--- src/rtl/pkt_parser_pkg.sv ---
// Shared types for the command packet parser: controller states,
// opcode classes and the opcode byte values.
package pkt_parser_pkg;

    typedef enum logic [2:0] {
        ST_IDLE,
        ST_OPCODE,
        ST_REGNUM,
        ST_COUNT,
        ST_WRITE,
        ST_USER,
        ST_ERROR
    } state_t;

    typedef enum logic [1:0] {
        K_WRITE,
        K_READ,
        K_USER,
        K_BAD
    } kind_t;

    localparam logic [7:0] OPC_WRITE = 8'h01;
    localparam logic [7:0] OPC_READ  = 8'h03;
    localparam logic [7:0] OPC_USER  = 8'h05;

endpackage

--- src/rtl/pkt_opcode_decode.sv ---
// Opcode classifier. Maps a registered opcode byte onto one of the
// message classes. Purely combinational; assumes DATA_W >= 8.
module pkt_opcode_decode
    import pkt_parser_pkg::*;
#(
    parameter int DATA_W = 8
) (
    input  logic [DATA_W-1:0] opcode,
    output kind_t             kind
);

    // Compare the opcode against the three known values.
    always_comb begin
        if (opcode == DATA_W'(OPC_WRITE))      kind = K_WRITE;
        else if (opcode == DATA_W'(OPC_READ))  kind = K_READ;
        else if (opcode == DATA_W'(OPC_USER))  kind = K_USER;
        else                                   kind = K_BAD;
    end

endmodule

--- src/rtl/pkt_len_counter.sv ---
// Remaining-length counter. On load it takes either the fixed write
// length or the count byte received in the message, as picked by
// use_count. It decrements once per accepted payload byte. is_last flags
// the final byte. Assumes load and dec are never high together.
module pkt_len_counter #(
    parameter int DATA_W = 8,
    parameter int WR_LEN = 4
) (
    input  logic              clk,
    input  logic              rst_n,
    input  logic              load,
    input  logic              use_count,
    input  logic [DATA_W-1:0] count_in,
    input  logic              dec,
    output logic              is_last
);

    localparam int LEN_W = $clog2(WR_LEN + 1);
    localparam int CNT_W = (DATA_W > LEN_W) ? DATA_W : LEN_W;

    logic [CNT_W-1:0] remain_q;
    logic [CNT_W-1:0] load_val;

    // Pick the fixed write length or the received count.
    always_comb begin
        load_val = use_count ? CNT_W'(count_in) : CNT_W'(WR_LEN);
    end

    // Load, count down, or clear under reset.
    always_ff @(posedge clk) begin
        if (!rst_n)        remain_q <= '0;
        else if (load)     remain_q <= load_val;
        else if (dec)      remain_q <= remain_q - 1'b1;
    end

    // Flag the final payload byte.
    always_comb begin
        is_last = (remain_q == CNT_W'(1));
    end

endmodule

--- src/rtl/pkt_parser_fsm.sv ---
// Message controller. Registers the opcode, spends one cycle comparing
// it, takes the header byte (register number or count), then walks the
// payload under the length counter. Assumes valid strobes are at least
// four cycles apart, so no byte arrives during the compare or error
// cycles.
module pkt_parser_fsm
    import pkt_parser_pkg::*;
#(
    parameter int DATA_W = 8
) (
    input  logic              clk,
    input  logic              rst_n,
    input  logic [DATA_W-1:0] in_byte,
    input  logic              in_valid,
    input  kind_t             kind,
    input  logic              is_last,
    output logic [DATA_W-1:0] opcode_q,
    output logic [DATA_W-1:0] reg_q,
    output state_t            state,
    output logic              cnt_load,
    output logic              cnt_use_count,
    output logic              cnt_dec
);

    state_t state_n;
    logic   count_zero;

    // Detect an empty user message.
    always_comb begin
        count_zero = (in_byte == '0);
    end

    // Next-state logic.
    always_comb begin
        state_n = state;
        unique case (state)
            ST_IDLE:   if (in_valid) state_n = ST_OPCODE;
            ST_OPCODE: begin
                unique case (kind)
                    K_WRITE, K_READ: state_n = ST_REGNUM;
                    K_USER:          state_n = ST_COUNT;
                    default:         state_n = ST_ERROR;
                endcase
            end
            ST_REGNUM: if (in_valid) state_n = (kind == K_READ) ? ST_IDLE : ST_WRITE;
            ST_COUNT:  if (in_valid) state_n = count_zero ? ST_IDLE : ST_USER;
            ST_WRITE,
            ST_USER:   if (in_valid && is_last) state_n = ST_IDLE;
            ST_ERROR:  state_n = ST_IDLE;
            default:   state_n = ST_IDLE;
        endcase
    end

    // State register.
    always_ff @(posedge clk) begin
        if (!rst_n) state <= ST_IDLE;
        else        state <= state_n;
    end

    // Opcode capture in IDLE.
    always_ff @(posedge clk) begin
        if (!rst_n)                              opcode_q <= '0;
        else if (state == ST_IDLE && in_valid)   opcode_q <= in_byte;
    end

    // Register-number capture from the header byte.
    always_ff @(posedge clk) begin
        if (!rst_n)                              reg_q <= '0;
        else if (state == ST_REGNUM && in_valid) reg_q <= in_byte;
    end

    // Length counter controls.
    always_comb begin
        cnt_use_count = (state == ST_COUNT);
        cnt_load      = in_valid &&
                        ((state == ST_REGNUM && kind == K_WRITE) ||
                         (state == ST_COUNT && !count_zero));
        cnt_dec       = in_valid && (state == ST_WRITE || state == ST_USER);
    end

endmodule

--- src/rtl/pkt_parser.sv ---
// Command packet parser top. Connects the opcode decoder, the message
// controller and the length counter. Drives the per-byte channel enables
// as the active state ANDed with the input strobe. Assumes the byte
// source leaves at least four cycles between valid strobes.
module pkt_parser
    import pkt_parser_pkg::*;
#(
    parameter int DATA_W = 8,
    parameter int WR_LEN = 4
) (
    input  logic              clk,
    input  logic              rst_n,
    input  logic [DATA_W-1:0] in_byte,
    input  logic              in_valid,
    output logic              wr_en,
    output logic              rd_en,
    output logic              usr_en,
    output logic [DATA_W-1:0] data_out,
    output logic [DATA_W-1:0] reg_num,
    output logic              err_strobe
);

    kind_t             kind;
    state_t            state;
    logic [DATA_W-1:0] opcode_q;
    logic [DATA_W-1:0] reg_q;
    logic              is_last;
    logic              cnt_load;
    logic              cnt_use_count;
    logic              cnt_dec;

    pkt_opcode_decode #(.DATA_W(DATA_W)) u_decode (
        .opcode (opcode_q),
        .kind   (kind)
    );

    pkt_parser_fsm #(.DATA_W(DATA_W)) u_fsm (
        .clk           (clk),
        .rst_n         (rst_n),
        .in_byte       (in_byte),
        .in_valid      (in_valid),
        .kind          (kind),
        .is_last       (is_last),
        .opcode_q      (opcode_q),
        .reg_q         (reg_q),
        .state         (state),
        .cnt_load      (cnt_load),
        .cnt_use_count (cnt_use_count),
        .cnt_dec       (cnt_dec)
    );

    pkt_len_counter #(.DATA_W(DATA_W), .WR_LEN(WR_LEN)) u_len (
        .clk       (clk),
        .rst_n     (rst_n),
        .load      (cnt_load),
        .use_count (cnt_use_count),
        .count_in  (in_byte),
        .dec       (cnt_dec),
        .is_last   (is_last)
    );

    // Channel enables, gated payload, and the error flag.
    always_comb begin
        wr_en      = in_valid && (state == ST_WRITE);
        usr_en     = in_valid && (state == ST_USER);
        rd_en      = in_valid && (state == ST_REGNUM) && (kind == K_READ);
        data_out   = (wr_en || usr_en) ? in_byte : '0;
        err_strobe = (state == ST_ERROR);
    end

    // Register number: live during the header byte, held afterwards.
    always_comb begin
        reg_num = (in_valid && state == ST_REGNUM) ? in_byte : reg_q;
    end

endmodule

--- config.mk ---
export PLATFORM = sky130hd
export DESIGN_NAME = pkt_parser
export DESIGN_NICKNAME = d
export VERILOG_FILES = /design/src/rtl/pkt_parser_pkg.sv /design/src/rtl/pkt_opcode_decode.sv /design/src/rtl/pkt_len_counter.sv /design/src/rtl/pkt_parser_fsm.sv /design/src/rtl/pkt_parser.sv
export SDC_FILE = /design/constraint.sdc
export NUM_CORES = 1
export LEC_CHECK = 0
export ABC_AREA = 1
export ABC_CLOCK_PERIOD_IN_PS = 2000
export BUFFER_PORTS_ARGS = -buffer_cell sky130_fd_sc_hd__buf_2
export CORE_MARGIN = 4
export CORE_UTILIZATION = 50
export DETAILED_ROUTE_END_ITERATION = 8
export GPL_TIMING_DRIVEN = 0
export PLACE_DENSITY = 0.86
export SYNTH_ARGS = -nofsm -noshare
export SYNTH_HDL_FRONTEND = slang
export SYNTH_HIERARCHICAL = 1
export SYNTH_SLANG_ARGS = --single-unit
--- constraint.sdc ---
create_clock -name clk -period 2 [get_ports clk]
set_clock_uncertainty 0.2 [all_clocks]
set_input_delay 0.1 -clock clk [delete_from_list [all_inputs] [get_ports clk]]
set_output_delay 0.1 -clock clk [all_outputs]
set_load 0.01 [all_outputs]
==> flow_summary.yaml <==
critical_path:
  r2r_slack_ps: 80
  worst-path-buf-inv: 2
  timing.critical_path.to_type: "register"
  cp_cell_sequence: "nand2_1 -> nor2_1 -> o21ai_2 -> a21oi_4 -> inv_4 -> nand2_4 -> buf_6 -> nand2_1 -> a21oi_2 -> nor2_1"
  reg2reg_to: "u_len/remain_q[3]"
  cpMaxStageDelayCell: "dfxtp_4"
  r2r-start: "u_fsm/state[0]"
  worstPathRequired_ps: 2040
  number_of_cell_instances_on_the_worst_register_to_register_path: 10
  worst_setup_path_startpoint: "u_fsm/state[0]"
  logic_depth_of_the_worst_path_buffers_included: 10
  setup.worst_path.start_class: "register"
  crit_path_end: "u_len/remain_q[3]"
  critPathMaxFanout: 10
  critPathMaxStageDelay_ps: 450
  worst_ep_arrival_time_ps: 1960
  timing.setup.critical_path_class: "reg2reg"
  worst_path_dominant_cell_family: "compound AO/OA/AOI/OAI gates"
power_and_ir_drop:
  fin_total_pwr_uw: 2307
  vdd.ir_drop.worst_v: 0.0006200
  leakage_uw: 0.001026
  power.density_cell_area_nw_per_um2: 1093
final_layout:
  layout-drive-gt1-share_pct: 22.81
  syn2layout_area_growth_pct: 25.90
  layout_commonest_cell: "nand2_1"
  fill_cells: 285
  antenna_cells_inserted: 0
  finish.net_count: 334
  layout.cells.most_common_list: "nand2_1 (73), inv_1 (32), nand3_1 (32), buf_2 (32), nor2_1 (31)"
timing:
  setup_viol: 0
  timing.fmax_mhz: 520.2
  maxSlewHeadroom_pct: 64.94
  setup_total_negative_slack_ps: 0
  hold_viol: 0
  slew_viol_final: 0
  finalHoldWorstSlack_ps: 84.41
  finalCritPeriodShare_pct: 96.11
  layout_min_cycle_time_ps: 1922
  tightest_slew_ps: 524.2
route:
  total_via_count_in_the_routed_design: 1904
  post_drt_wl_per_cell_microns: 12.58
  vias_per_cell: 5.231
  post_route_drc_violation_count: 0
  ant_nets: 0
  detailedRoute.firstIterationViolations: 87
  post_route_wl_microns: 4579
  detail_route.first_pass.iterations: 4
synth:
  avgSynthCellArea_sq_um: 6.210
  syn_nets: 283
  yosysTopAreaCellShare_pct: 32.24
  synth_instances: 270
  number_of_different_library_cells_in_the_post_synthesis_netlist: 29
  synth.area.top_cells: "dfxtp_1 (32%), nand2_1 (17%), nand3_1 (9.6%), a21oi_1 (8.1%), inv_1 (7.4%)"
  synth_warnings: 6
  synth.yosys.seq_area_share_pct: 32.24
  synth.ff_latch_count: 27
  post-synth-top-area-cell: "dfxtp_1"
  syn-cell-area_sq_um: 1677
placement:
  dp_hpwl_microns: 3109
  routabilityCongestion: 0.8251
  place.port_buffers: 30
floorplan:
  num_ports: 31
  floorplan.die_area_sq_um: 4343
  die_y_extent_microns: 65.91
  initial_utilization_pct: 53.60
  die_w_microns: 65.91
  core-area_sq_um: 3128
  placement_rows: 20
clock_tree:
  ctsRootBufferMaster: "clkbuf_4"
  worstSkewPairLatency_ps: 330
  clock_tree_from_tritoncts: "done"
  cts_buffers: 3
  h-tree-depth: 1
  clock_path_buffers: 2
  clock_sink_count: 27
  clk_pin_slew_ps: 150
global_routing:
  first_global_vias: 1718
  first_pass_grt_wire_length_microns: 7493
  grt_overflow: 0
  grt_start_max_net_pins: 16
  grt_usage_pct: 21.56
  antenna_found_initial: 0
hold_path:
  min_path_type: "in2reg"
  worstHoldStart: "in_valid"
run:
  timing.max_cap.violations: 0
run_status:
  status: "finished, final reports clean"
per-layer routing:
metal,vias up,track usage (%),share of wire (%)
li1,961,-,-
met1,850,26.19,41
met2,84,39.05,51
met3,9,3.571,7.3
met4,0,5.181,1.2
met5,-,0,0
power breakdown:
group	total [uW]	switching, uW	internal, uW
Combinational	1230	759	476
Sequential	829	158	671
Clock	243	168	75.3
cell usage after synthesis:
cell type / n
and3_1: 1
o21ai_2: 1
clkbuf_1: 1
a21oi_1: 27
nor3_1: 1
nand3_2: 1
o21a_1: 2
xor2_1: 3
o21ai_1: 2
nand3_1: 32
nand2_1: 77
nor2_4: 2
nor3_4: 1
nor2_2: 2
dfxtp_1: 27
nor4_1: 1
a21oi_2: 1
clkinv_1: 1
nand4_1: 2
ha_1: 2
nor2_1: 31
inv_2: 3
inv_1: 33
o22ai_1: 1
buf_6: 1
buf_2: 2
nand2_2: 1
o21ai_0: 8
nand2_4: 3
layout make-up:
type                    instances  area (sq um)  area share, %
multi-input cells             202          1012          47.96
flip-flops and latches         27         551.8          26.14
repair buffers                 46         292.8          13.87
inverters                      37         146.4          6.935
well taps                      44         55.05          2.608
plain buffers                   4         25.02          1.186
clock buffers                   3         22.52          1.067
clock inverters                 1         5.005         0.2371
metrics by stage:
| stage | worst slack, ps | instance area (sq um) | instances | utilization [%] |
|---|---|---|---|---|
| after CTS | 9.757 | 2006 | 357 | 64.12 |
| after detailed placement | -138.0 | 1882 | 344 | 60.16 |
| final | 77.70 | 2111 | 364 | 67.48 |
| after floorplan | 107.1 | 1677 | 270 | - |
| after global placement | -121.3 | 1882 | 344 | 60.16 |
| after global routing | -17.19 | 2111 | 364 | 67.48 |
worst reg2reg max path, stage by stage (launching register included):
cell     delay [ps]
dfxtp_4         450
nand2_1          60
nor2_1          210
o21ai_2         150
a21oi_4         250
inv_4            70
nand2_4          90
buf_6           130
nand2_1          70
a21oi_2          90
nor2_1           40
kinds of logic (layout without fill, tap and decap cells):
logic type | after synthesis | count (layout) | synth area share [%]
fa+ha+maj | 2 | 2 | 1.492
buf+inv | 41 | 91 | 9.776
compound gates | 42 | 42 | 13.36
xor+xnor | 3 | 3 | 1.567
simple gates | 155 | 155 | 41.57
flops | 27 | 27 | 32.24
state kept, by name, summed over array words and instances (netlist names):
signal / cells
u_fsm/reg_q: 8
u_fsm/state: 3
u_len/remain_q: 8
u_fsm/opcode_q: 8
how the worst min path moves through the flow:
stage,cells past startpoint,endpoint
4_1_cts,4,u_fsm/opcode_q[0]
2_1_floorplan,1,u_fsm/state[1]
3_3_place_gp,3,u_len/remain_q[1]
3_5_place_dp,3,u_len/remain_q[1]
5_1_grt,4,u_fsm/opcode_q[7]
6_report,4,u_fsm/opcode_q[7]
what timing repair did:
| action | CTS | global route |
|---|---|---|
| hold buffers | 9 | 0 |
| buffers inserted | 0 | 7 |
| pin swaps | 0 | 6 |
| hold endpoints to repair | 26 | 0 |
| gates resized for setup | 3 | 18 |
| setup endpoints to repair | 8 | 18 |
Note: power is estimated with default switching activity, not from simulation.
